File: src/rtl/vti_pkg.sv
package vti_pkg;

    localparam int ID_W       = 12;
    localparam int PRIO_X_W   = 9;
    localparam int EXT_PRIO_W = 11;
    localparam int WORD_W     = 32;
    localparam int ID_LSB     = 16;
    localparam int SEI_CODE   = 9;
    localparam int BYTES_PER_REG = 8;
    localparam int COVERED    = 2 * BYTES_PER_REG;

    typedef struct packed {
        logic                vld;
        logic [ID_W-1:0]     id;
        logic [PRIO_X_W-1:0] prio;
    } cand_t;

    // Saturate a wide priority into the 9-bit extended form (256 = above range).
    function automatic logic [PRIO_X_W-1:0] sat_prio(input logic [EXT_PRIO_W-1:0] p);
        if (p > EXT_PRIO_W'(255))
            return PRIO_X_W'(256);
        return {1'b0, p[7:0]};
    endfunction

    function automatic logic [7:0] report_prio(input logic mode,
                                               input logic [PRIO_X_W-1:0] p);
        if (!mode)
            return 8'd1;
        if (p == '0)
            return 8'd0;
        if (p > PRIO_X_W'(255))
            return 8'd255;
        return p[7:0];
    endfunction

endpackage

File: src/rtl/vti_major_pick.sv
module vti_major_pick
    import vti_pkg::*;
#(
    parameter int N_IRQ = 24
) (
    input  logic             clk,
    input  logic             rst,
    input  logic [N_IRQ-1:0] pend,
    input  logic [N_IRQ-1:0] en,
    input  logic [63:0]      prio_lo,
    input  logic [63:0]      prio_hi,
    output cand_t            best
);
    localparam int IDX_W = (N_IRQ > 1) ? $clog2(N_IRQ) : 1;

    logic [7:0]       code_prio [N_IRQ];
    logic [N_IRQ-1:0] live;

    assign live = pend & en;

    generate
        for (genvar g = 0; g < N_IRQ; g++) begin : g_prio
            if (g < BYTES_PER_REG) begin : g_lo
                assign code_prio[g] = prio_lo[8*g +: 8];
            end else if (g < COVERED) begin : g_hi
                assign code_prio[g] = prio_hi[8*(g-BYTES_PER_REG) +: 8];
            end else begin : g_none
                assign code_prio[g] = 8'd0;
            end
        end
    endgenerate

    // Ascending scan with strict compare: equal priorities keep the lower code.
    always_comb begin
        best = '0;
        for (int i = 0; i < N_IRQ; i++) begin
            if (live[i] && (i != SEI_CODE) &&
                (!best.vld || ({1'b0, code_prio[i]} < best.prio))) begin
                best.vld  = 1'b1;
                best.id   = ID_W'(i);
                best.prio = {1'b0, code_prio[i]};
            end
        end
    end

    p_no_sei_major_r3: assert property (@(posedge clk) disable iff (rst)
        best.vld |-> best.id != ID_W'(SEI_CODE));

    p_pick_live_r3: assert property (@(posedge clk) disable iff (rst)
        best.vld |-> live[best.id[IDX_W-1:0]]);

    p_uncovered_zero_r4: assert property (@(posedge clk) disable iff (rst)
        (best.vld && best.id >= ID_W'(COVERED)) |-> best.prio == '0);

endmodule

File: src/rtl/vti_pair_arb.sv
module vti_pair_arb
    import vti_pkg::*;
(
    input  logic  clk,
    input  logic  rst,
    input  cand_t a,
    input  cand_t b,
    input  logic  b_wins_tie,
    output cand_t win
);
    always_comb begin
        if (!b.vld)
            win = a;
        else if (!a.vld)
            win = b;
        else if (b.prio < a.prio)
            win = b;
        else if ((b.prio == a.prio) && b_wins_tie)
            win = b;
        else
            win = a;
    end

    p_best_prio_r5: assert property (@(posedge clk) disable iff (rst)
        win.vld |-> ((!a.vld || win.prio <= a.prio) && (!b.vld || win.prio <= b.prio)));

    p_any_valid_r2: assert property (@(posedge clk) disable iff (rst)
        win.vld == (a.vld || b.vld));

endmodule

File: src/rtl/vti_word_fmt.sv
module vti_word_fmt
    import vti_pkg::*;
(
    input  logic              clk,
    input  logic              rst,
    input  cand_t             win,
    input  logic              mode,
    output logic [WORD_W-1:0] word
);
    logic [7:0] rep;

    assign rep = report_prio(mode, win.prio);

    always_comb begin
        word = '0;
        if (win.vld) begin
            word[ID_LSB +: ID_W] = win.id;
            word[7:0]            = rep;
        end
    end

    p_clamp_hi_r9: assert property (@(posedge clk) disable iff (rst)
        (win.vld && mode && win.prio > PRIO_X_W'(255)) |-> word[7:0] == 8'd255);

    p_zero_prio_r9: assert property (@(posedge clk) disable iff (rst)
        (win.vld && mode && win.prio == '0) |-> word[7:0] == 8'd0);

endmodule

File: src/rtl/vstopi_sel.sv
module vstopi_sel
    import vti_pkg::*;
#(
    parameter int N_IRQ = 24
) (
    input  logic              clk,
    input  logic              rst,
    input  logic [N_IRQ-1:0]  vs_pend,
    input  logic [N_IRQ-1:0]  vs_en,
    input  logic              vti,
    input  logic [11:0]       iid,
    input  logic              dpr,
    input  logic [7:0]        inj_prio,
    input  logic              iprio_mode,
    input  logic [63:0]       prio_lo,
    input  logic [63:0]       prio_hi,
    input  logic              ext_vld,
    input  logic [10:0]       ext_prio,
    output logic [31:0]       top_word,
    output logic              top_vld
);
    cand_t maj_c, inj_c, ext_c, alt_c, win_c;
    logic  b_tie;
    logic [WORD_W-1:0] nxt_word;

    vti_major_pick #(.N_IRQ(N_IRQ)) u_pick (
        .clk     (clk),
        .rst     (rst),
        .pend    (vs_pend),
        .en      (vs_en),
        .prio_lo (prio_lo),
        .prio_hi (prio_hi),
        .best    (maj_c)
    );

    always_comb begin
        ext_c.vld  = ext_vld;
        ext_c.id   = ID_W'(SEI_CODE);
        ext_c.prio = sat_prio(ext_prio);

        inj_c.vld  = vti;
        inj_c.id   = iid;
        inj_c.prio = {1'b0, inj_prio};

        alt_c = vti ? inj_c : maj_c;

        // Tie direction: code order normally, the single direction bit for a
        // non-external injected identity.
        if (vti)
            b_tie = (iid != ID_W'(SEI_CODE)) && !dpr;
        else
            b_tie = maj_c.id < ID_W'(SEI_CODE);
    end

    vti_pair_arb u_arb (
        .clk        (clk),
        .rst        (rst),
        .a          (ext_c),
        .b          (alt_c),
        .b_wins_tie (b_tie),
        .win        (win_c)
    );

    vti_word_fmt u_fmt (
        .clk  (clk),
        .rst  (rst),
        .win  (win_c),
        .mode (iprio_mode),
        .word (nxt_word)
    );

    always_ff @(posedge clk) begin
        if (rst) begin
            top_word <= '0;
            top_vld  <= 1'b0;
        end else begin
            top_word <= nxt_word;
            top_vld  <= win_c.vld;
        end
    end

    p_idle_zero_r2: assert property (@(posedge clk) disable iff (rst)
        !top_vld |-> top_word == '0);

    p_layout_r10: assert property (@(posedge clk) disable iff (rst)
        top_word[31:28] == 4'd0 && top_word[15:8] == 8'd0);

    p_mode_one_r8: assert property (@(posedge clk) disable iff (rst)
        (top_vld && !$past(iprio_mode)) |-> top_word[7:0] == 8'd1);

    p_dpr_tie_r7: assert property (@(posedge clk) disable iff (rst)
        (vti && ext_vld && iid != ID_W'(SEI_CODE) && ext_c.prio == inj_c.prio)
        |-> win_c.id == (dpr ? ID_W'(SEI_CODE) : iid));

endmodule

File: config.mk
export PLATFORM = sky130hd
export DESIGN_NAME = vstopi_sel
export DESIGN_NICKNAME = d
export VERILOG_FILES = /design/src/rtl/vti_pkg.sv /design/src/rtl/vti_major_pick.sv /design/src/rtl/vti_pair_arb.sv /design/src/rtl/vti_word_fmt.sv /design/src/rtl/vstopi_sel.sv
export SDC_FILE = /design/constraint.sdc
export NUM_CORES = 1
export LEC_CHECK = 0
export BUFFER_PORTS_ARGS = -buffer_cell sky130_fd_sc_hd__buf_2
export CAP_MARGIN = 10
export CORE_MARGIN = 5
export CORE_UTILIZATION = 52
export DETAILED_ROUTE_END_ITERATION = 12
export PLACE_DENSITY_LB_ADDON = 0.2
export SYNTH_ARGS = -nofsm -noshare
export SYNTH_HDL_FRONTEND = slang
export SYNTH_SLANG_ARGS = --single-unit
export TNS_END_PERCENT = 10
File: constraint.sdc
create_clock -name clk -period 46.6 [get_ports clk]
set_input_delay 2.33 -clock clk [delete_from_list [all_inputs] [get_ports clk]]
set_output_delay 2.33 -clock clk [all_outputs]
set_load 0.005 [all_outputs]
# == Word level (Yosys, flattened, before mapping) ==
# Cells that the tools add are included.
# totals
regBits,33
in_bits,213
wordCells,150
# classes
magnitude_cmp,26
eq_ne,2
mux,43
bitwise,3
n_reduce_logical,72
# op_table
cell,n
$mux W22,27
$lt A8 B9 Y1,14
$lt A1 B9 Y1 const A,8
$mux W8,6
$and A24 B24 Y24,1
$logic_and A1 B1 Y1,24
$logic_not A1 Y1,23
$logic_or A1 B1 Y1,22
$mux W21,1
$mux W9,2
$lt A12 B4 Y1 const B,1
$ne A12 B4 Y1 const B,1
$gt A11 B8 Y1 const B,1
$eq A9 B9 Y1,1
$gt A9 B8 Y1 const B,1
$logic_not A9 Y1,1
$lt A9 B9 Y1,1
$mux W1,7
$reduce_or A3 Y1,1
$not A1 Y1,2
$reduce_or A2 Y1,1

# == Longest topological paths before layout ==
# Gate-level depths: netlist (run 1).
# depth
ltp_word,105
depth_mapped,184

# == By module ==
# A second synthesis (run 1) with hierarchy kept.
# hier_totals
hier_cells,1102
area_unflattened_um2,7968.9
# by_module_without_submodules
mod,instances,cells_per_inst,area_each_um2,seq_area_each_um2
vti_major_pick,1,774,5385.2,0.0
vstopi_sel,1,115,1272.5,660.6
vti_pair_arb,1,169,1043.5,0.0
vti_word_fmt,1,44,267.8,0.0

# == Worst setup path before layout (run 1) ==
# No wires, ideal clock.
# synth_timing
path_type,input -> register
startpoint,input port vs_pend[0]
endpoint,register top_word[1]
setup_ps,139
arrival_ps,32783
t_required_ps,46461
slack_ps,13678
cell_stages,173
path_buffers,16
cell_sequence,and2_1 > clkbuf_1 > nand2_1 > ha_1 > a211o_1 > a221oi_2 > a211o_1 > nor2b_4 > clkbuf_1 > nand2_1 > o21ai_0 > inv_1 > ha_1 > a21o_1 > a211oi_1 > nor4_1 > o22a_1 > nand3b_1 > [137 not listed] > o21ai_0 > ha_1 > nor2b_1 > o21ai_0 > nand2b_1 > a21oi_1 > nor2b_1 > o21ai_0 > nand2b_1 > a21oi_1 > nor2b_1 > o211ai_1 > a41o_1 > a31o_2 > nand2_1 > clkbuf_1 > nor3_1 > a211oi_1
# synth_via
elab_chain_len,104
word_cells_on_any_way,136
cone_classes,order compare: 25; eq/ne: 1; mux: 39; bitwise: 2; reduce/logical: 69
# synth_lines
element,line_no,text
start: declaration,vstopi_sel.sv:8,"input logic [N_IRQ-1:0] vs_pend,"
$and A24 B24 Y24 (*),vti_major_pick.sv:19,assign live = pend & en;
$mux W22 (*),vti_major_pick.sv:37,if (live[i] && (i != SEI_CODE) &&
$lt A8 B9 Y1 or $logic_not A1 Y1 (tied branches),vti_major_pick.sv:38,"(!best.vld || ({1'b0, code_prio[i]} < best.prio))) begin"
$logic_or A1 B1 Y1,vti_major_pick.sv:38,
$logic_and A1 B1 Y1,vti_major_pick.sv:37,
$mux W22 (*),vti_major_pick.sv:37,
$lt A8 B9 Y1 or $logic_not A1 Y1 (tied branches),vti_major_pick.sv:38,
$logic_or A1 B1 Y1,vti_major_pick.sv:38,
[87 not listed],n/a,
$mux W22,vti_pair_arb.sv:14,else if (!a.vld)
$mux W22 (*),vti_pair_arb.sv:12,if (!b.vld)
$gt A9 B8 Y1,vti_pkg.sv:31,if (p > PRIO_X_W'(255))
$mux W1 (2 in series),vti_pkg.sv:31,
$mux W1,vti_pkg.sv:29,if (p == '0)
$mux W8,vti_pkg.sv:33,return p[7:0];
$mux W8,vti_pkg.sv:31,
$mux W8,vti_pkg.sv:29,
end signal: assignment,vstopi_sel.sv:77,top_word <= nxt_word;
end: declaration,vstopi_sel.sv:19,"output logic [31:0] top_word,"
# Mark *: on every way between the ends. The rest lies on a longest branch, timed or not. The select of a mux whose other input is x is not followed.
# A chain may end at the register's enable or synchronous reset.

# == Worst setup path after layout (run 1) ==
# layout_timing
startpoint,input port vs_pend[0]
endpoint,register top_word[24]
# layout_via
elab_chain_len,96
word_cells_on_any_way,125
cone_classes,order compare: 24; eq/ne: 1; mux: 29; bitwise: 3; reduce/logical: 68
# layout_lines
element,line_no,text
$and A24 B24 Y24 (*),vti_major_pick.sv:19,
$mux W22 (*),vti_major_pick.sv:37,
$lt A8 B9 Y1 or $logic_not A1 Y1 (tied branches),vti_major_pick.sv:38,
$logic_or A1 B1 Y1,vti_major_pick.sv:38,
$logic_and A1 B1 Y1,vti_major_pick.sv:37,
$mux W22 (*),vti_major_pick.sv:37,
$lt A8 B9 Y1 or $logic_not A1 Y1 (tied branches),vti_major_pick.sv:38,
$logic_or A1 B1 Y1,vti_major_pick.sv:38,
[80 not listed],n/a,
$logic_and A1 B1 Y1,vti_major_pick.sv:37,
$mux W22 (*),vti_major_pick.sv:37,
$lt A12 B4 Y1 or $mux W22 (tied branches),"vstopi_sel.sv:52, vstopi_sel.sv:45",
$mux W1 or $eq A9 B9 Y1 (tied branches),"vstopi_sel.sv:49, vti_pair_arb.sv:18",
$logic_and A1 B1 Y1,vti_pair_arb.sv:18,else if ((b.prio == a.prio) && b_wins_tie)
$mux W21,vti_pair_arb.sv:18,
$mux W22,vti_pair_arb.sv:16,else if (b.prio < a.prio)
$mux W22,vti_pair_arb.sv:14,
# Mark *: on every way between the ends. The rest lies on a longest branch, timed or not.

==> results.ini, run 1 <==
[outcome]
outcome=finished clean

[timing]
worst_slew_pin_slew_ps=816
finalMaxSlewViolations=0
period_needed_ps=36740
rsz0062_at_grt=false
hold_violations=0
max_clock_freq_mhz=27.2
report.final.setup_viol=0
post-route-period-util_pct=78.8
final.setup.tns_ps=0
relSlewSlack_pct=45.4
fin_ws_ps=9860

[yosys]
synthTopCellsByArea=ha_1, mux2_2, dfxtp_1
netlist.area_leader.share_pct=18.5
ys_types=94
ys_seq_elements=21
syn_inst=929
syn_area_sq_um=6680
synth_seq_area_share_pct=6.29
yosys-top-cells-count=nand2_1, ha_1, inv_1, o21ai_0, a21oi_1
netlist.top_cell.by_area=ha_1
yosysWarnings=0
syn_avg_cell_area_sq_um=7.19
yosys.cell_count.top_type=nand2_1
synth-edff-count=0
synthFlopType=dfxtp_1
synthArstFlopShare_pct=0

[pwr]
power.density_nw_per_um2=31.6
ir_drop_mv=0.0180
power.leakage_nw=3.94

[job]
cap_viol_max_count=0

[global_route]
grt_max_degree=21
grt_first_pass_wirelength_microns=32100
grt_use_total_pct=25.2
antenna_found_initial=0
grt_remaining_overflow=0
grt_pass1_vias=6996

[drt]
wl_microns=20400
vias=7596
vias_per_cell=5.80
dr.max_layer_used=met4
routedWlPerCell_microns=15.6
met3_length_microns=1260
drt-initial-drc-count=517
dr.pass1.iters=5
wl_met2_microns=9630
met1_length_microns=9280
ant_nets=0
drc=0

[clock_network]
hold_buffers=0
clockRootBuffer=clkbuf_16
cts.clk_slew.worst_paths_ps=50
cts_resized=0
clock_path_buffers=2
htreeDepth=1
cts_tree=done
postCtsSetupRepairBufs=0
cts_buffers=3
cts.sinks=21

[critical_path]
critPathMostFrequentCell=a21oi_1
cp-start-kind=input port
crit_path_max_fanout=20
path_class=in2reg
crit_arrival_ps=36930
slowest_stage=o31ai_4
max_stage_delay_ps=680
required_ps=46790
critPathCaptureType=register

[final_layout]
nNetsFinal=1450
fin_util_pct=63.2
final_cell_count_no_fill=1309
area_growth_pct=19.3
layout-drive-gt1-share_pct=26.8
fin_area_sq_um=7970
antenna_cells=0

[floorplanning]
placementRows=41
dieArea_sq_um=15200
core_area_sq_um=12600
io_pins=246
die_height_microns=123
initial_core_util_pct=52.9
fp.dieW_microns=123

[place]
routabilityCongestion=0.879
port_buffers=223
dpl-instance-area_sq_um=7890
dp_hpwl_microns=17900
dp.cells=1305
pre_cts_ws_ps=9850

[worst_hold_path]
hold_class=in2reg

==> critical path, delay by kind of cell <==
family | cells | cell delay [ps]
buffers and inverters | 14 | 1350
AOI/OAI and AO/OA | 78 | 18110
muxes | 9 | 3380
adders and majority gates | 16 | 4420
and+or+nand+nor | 41 | 7240
==> power by group <==
group	leakage, nW	switching (mW)	total (mW)	internal (mW)
logic	3.73	0.122	0.215	0.0925
registers	0.173	0.000327	0.0196	0.0193
clock network	0.0382	0.00606	0.0177	0.0116
==> layer usage <==
layer,GRT usage (%),vias to the layer above
li1,-,3862
met1,33.6,3495
met2,44.9,217
met3,2.47,22
met4,3.53,0
met5,0,-
==> cell families (layout without fill, tap and decap cells) <==
family,Yosys count,in the layout,share of synthesized area [%]
AO/OA/AOI/OAI,305,305,32.8
adder cells (fa/ha/maj),100,100,18.7
buffers and inverters,126,323,8.00
flip-flops,21,21,6.29
multiplexers,66,66,10.9
other,1,12,0.0561
AND/OR/NAND/NOR,310,310,23.3
==> through the flow <==
stage,hold slack (ps),power [mW]
floorplan,2410,0.183
global placement,2550,0.228
detailed placement,2550,0.232
CTS,2290,0.251
global route,2310,0.281
finish,2290,0.252
==> area by class of cell <==
cell class              count  area, sq um
well taps                 172          215
fillers                  1229         4650
multi-input cells         793         5770
inverters                  93          349
repair buffers            226         1140
clock buffers               4         78.8
flip-flops and latches     21          420
==> layout by cell type (no fill, tap or decap), types with 14 or more instances in the layout <==
cell	instances
buf_2	223
nand2_1	105
ha_1	99
inv_1	93
o21ai_0	66
a21oi_1	58
nor2_1	55
mux2_2	40
a211oi_1	21
and2_1	21
mux2i_1	21
dfxtp_1	21
nand3_1	20
a21o_1	20
nor3_1	20
nand4_1	18
o211ai_1	14
==> flip-flops by register name (all words and copies together) (netlist names) <==
signal    flops
top_vld       1
top_word     20
==> worst paths after layout <==
kind	from	to	slack, ps	cells past startpoint
setup / recovery	vs_pend[0]	top_word[24]	9860	158
hold / removal	iid[5]	top_word[21]	2290	2
(Power assumes the default switching activity.)
==> run 2: changes to the inputs <==
Settings changed: CORE_UTILIZATION 52 to 47.
Clock period 46.6 ns to 31.4 ns, I/O delays scaled along.
==> run 2 against run 1 <==
Clock power grew 51%. Via count grew 6.2%. Flip-flop and latch count is the same. Setup slack lost 8500 ps. Routed wire length grew 12%. Combinational power grew 84%. Die area grew 9.8%.
==> results.ini, run 2 (synthesis gave the netlist of run 1 again) <==
[outcome]
outcome=finished clean

[final_layout]
layout-drive-gt1-share_pct=39.2
nNetsFinal=1547
register_area_sq_um=420
antenna_cells=0
final_cell_mix=buf_2, nand2_1, ha_1, inv_1, buf_4
largest_reg_flops=20
fill_cells=1240
final_cell_count_no_fill=1414
largest_registers=top_word: 20 flops, top_vld: 1 flops
regMostFlops=top_word
multi_input_area_sq_um=6330
layout_commonest_cell=buf_2
area_growth_pct=39.1

[drt]
vias_per_cell=5.71
dr.pass1.iters=5
wl_microns=22700
routedWlPerCell_microns=16.1
vias=8070
ant_nets=0
drc=0
drt-initial-drc-count=382

[critical_path]
critPathMostFrequentCell=ha_1
critPathBufInv=23
path_class=in2reg
cp-start-kind=input port
cpLargestDelayFamily=compound AO/OA/AOI/OAI gates
required_ps=31520
max_stage_delay_ps=500
critPathCaptureType=register
crit_path_max_fanout=8
crit_arrival_ps=30140
slowest_stage=or4_4

[floorplanning]
dieArea_sq_um=16700
fp.dieW_microns=129
die_height_microns=129
io_pins=246
core_area_sq_um=13900
initial_core_util_pct=47.9
placementRows=43

[timing]
max_clock_freq_mhz=33.3
finalMaxSlewViolations=0
period_needed_ps=30020
post-route-period-util_pct=95.6
report.final.setup_viol=0
relSlewSlack_pct=57.7
timing.hold.ws_ps=1540
hold_violations=0
worst_slew_pin_slew_ps=635

[clock_network]
cts.sinks=21
clockRootBuffer=clkbuf_16
htreeDepth=1
cts_tree=done
clock_path_buffers=2
cts_buffers=3
cts.clk_slew.worst_paths_ps=60

[place]
port_buffers=223
dp.cells=1360
dp_hpwl_microns=18900
routabilityCongestion=0.937

[global_route]
grt_first_pass_wirelength_microns=34000
grt_use_total_pct=24.2
antenna_found_initial=0
grt_remaining_overflow=0
grt_max_degree=17
grt_pass1_vias=7413

[pwr]
power.leakage_nw=4.53
total_power_mw=0.452
ir_drop_mv=0.0333
power.density_nw_per_um2=48.6

[worst_hold_path]
min_path_cells=2
hold_start=iid[11]
holdPathEnd=top_word[27]
hold_class=in2reg

[job]
cap_viol_max_count=0

run 2: worst max-delay path by stage:
stage | cells after the start | slack, ps | to | from
floorplan | 173 | 10 | top_word[1] | vs_pend[0]
global placement | 168 | -180 | top_word[1] | vs_pend[0]
detailed placement | 166 | -650 | top_word[1] | vs_pend[0]
CTS | 165 | 90 | top_word[1] | vs_pend[0]
global route | 170 | -360 | top_word[7] | vs_pend[0]
finish | 171 | 1380 | top_word[7] | vs_en[0]
run 2: final cells by class:
type | instances | share of cell area (%)
multi-input combinational | 795 | 68.1
timing repair buffer | 321 | 20.4
sequential | 21 | 4.52
inverter | 93 | 3.76
tap | 180 | 2.42
clock buffer | 4 | 0.848
run 2: stage by stage:
step	area, sq um	setup TNS, ps	setup slack, ps	utilization, %
6_report	9290	0	1380	66.7
5_1_grt	9290	-6250	-361	66.7
4_1_cts	8390	0	93.3	60.2
3_5_place_dp	8250	-11560	-652	59.2
3_3_place_gp	8250	-2290	-182	59.2
2_1_floorplan	6740	0	12.1	-
run 2: per-layer routing:
layer  vias to the layer above  routed length, microns  track usage (%)
met5                         -                       0                0
met4                         0                     379             5.62
met3                        33                    1490             2.80
met2                       283                   11100             43.8
met1                      3682                    9720             30.7
li1                       4072                       -                -
run 2: power by group:
group          leakage [nW]  internal, mW  switching (mW)
Combinational          4.32         0.186           0.210
Sequential            0.173        0.0286        0.000388
Clock                0.0382        0.0173         0.00954
Total                  4.53         0.232           0.220
run 2: repair_timing:
action / in CTS / in global routing
gates resized for setup: 8 / 133
gates cloned: 0 / 2
setup endpoints to repair: 20 / 21
hold buffers: 0 / 0
buffers inserted: 3 / 45
pin swaps: 1 / 57
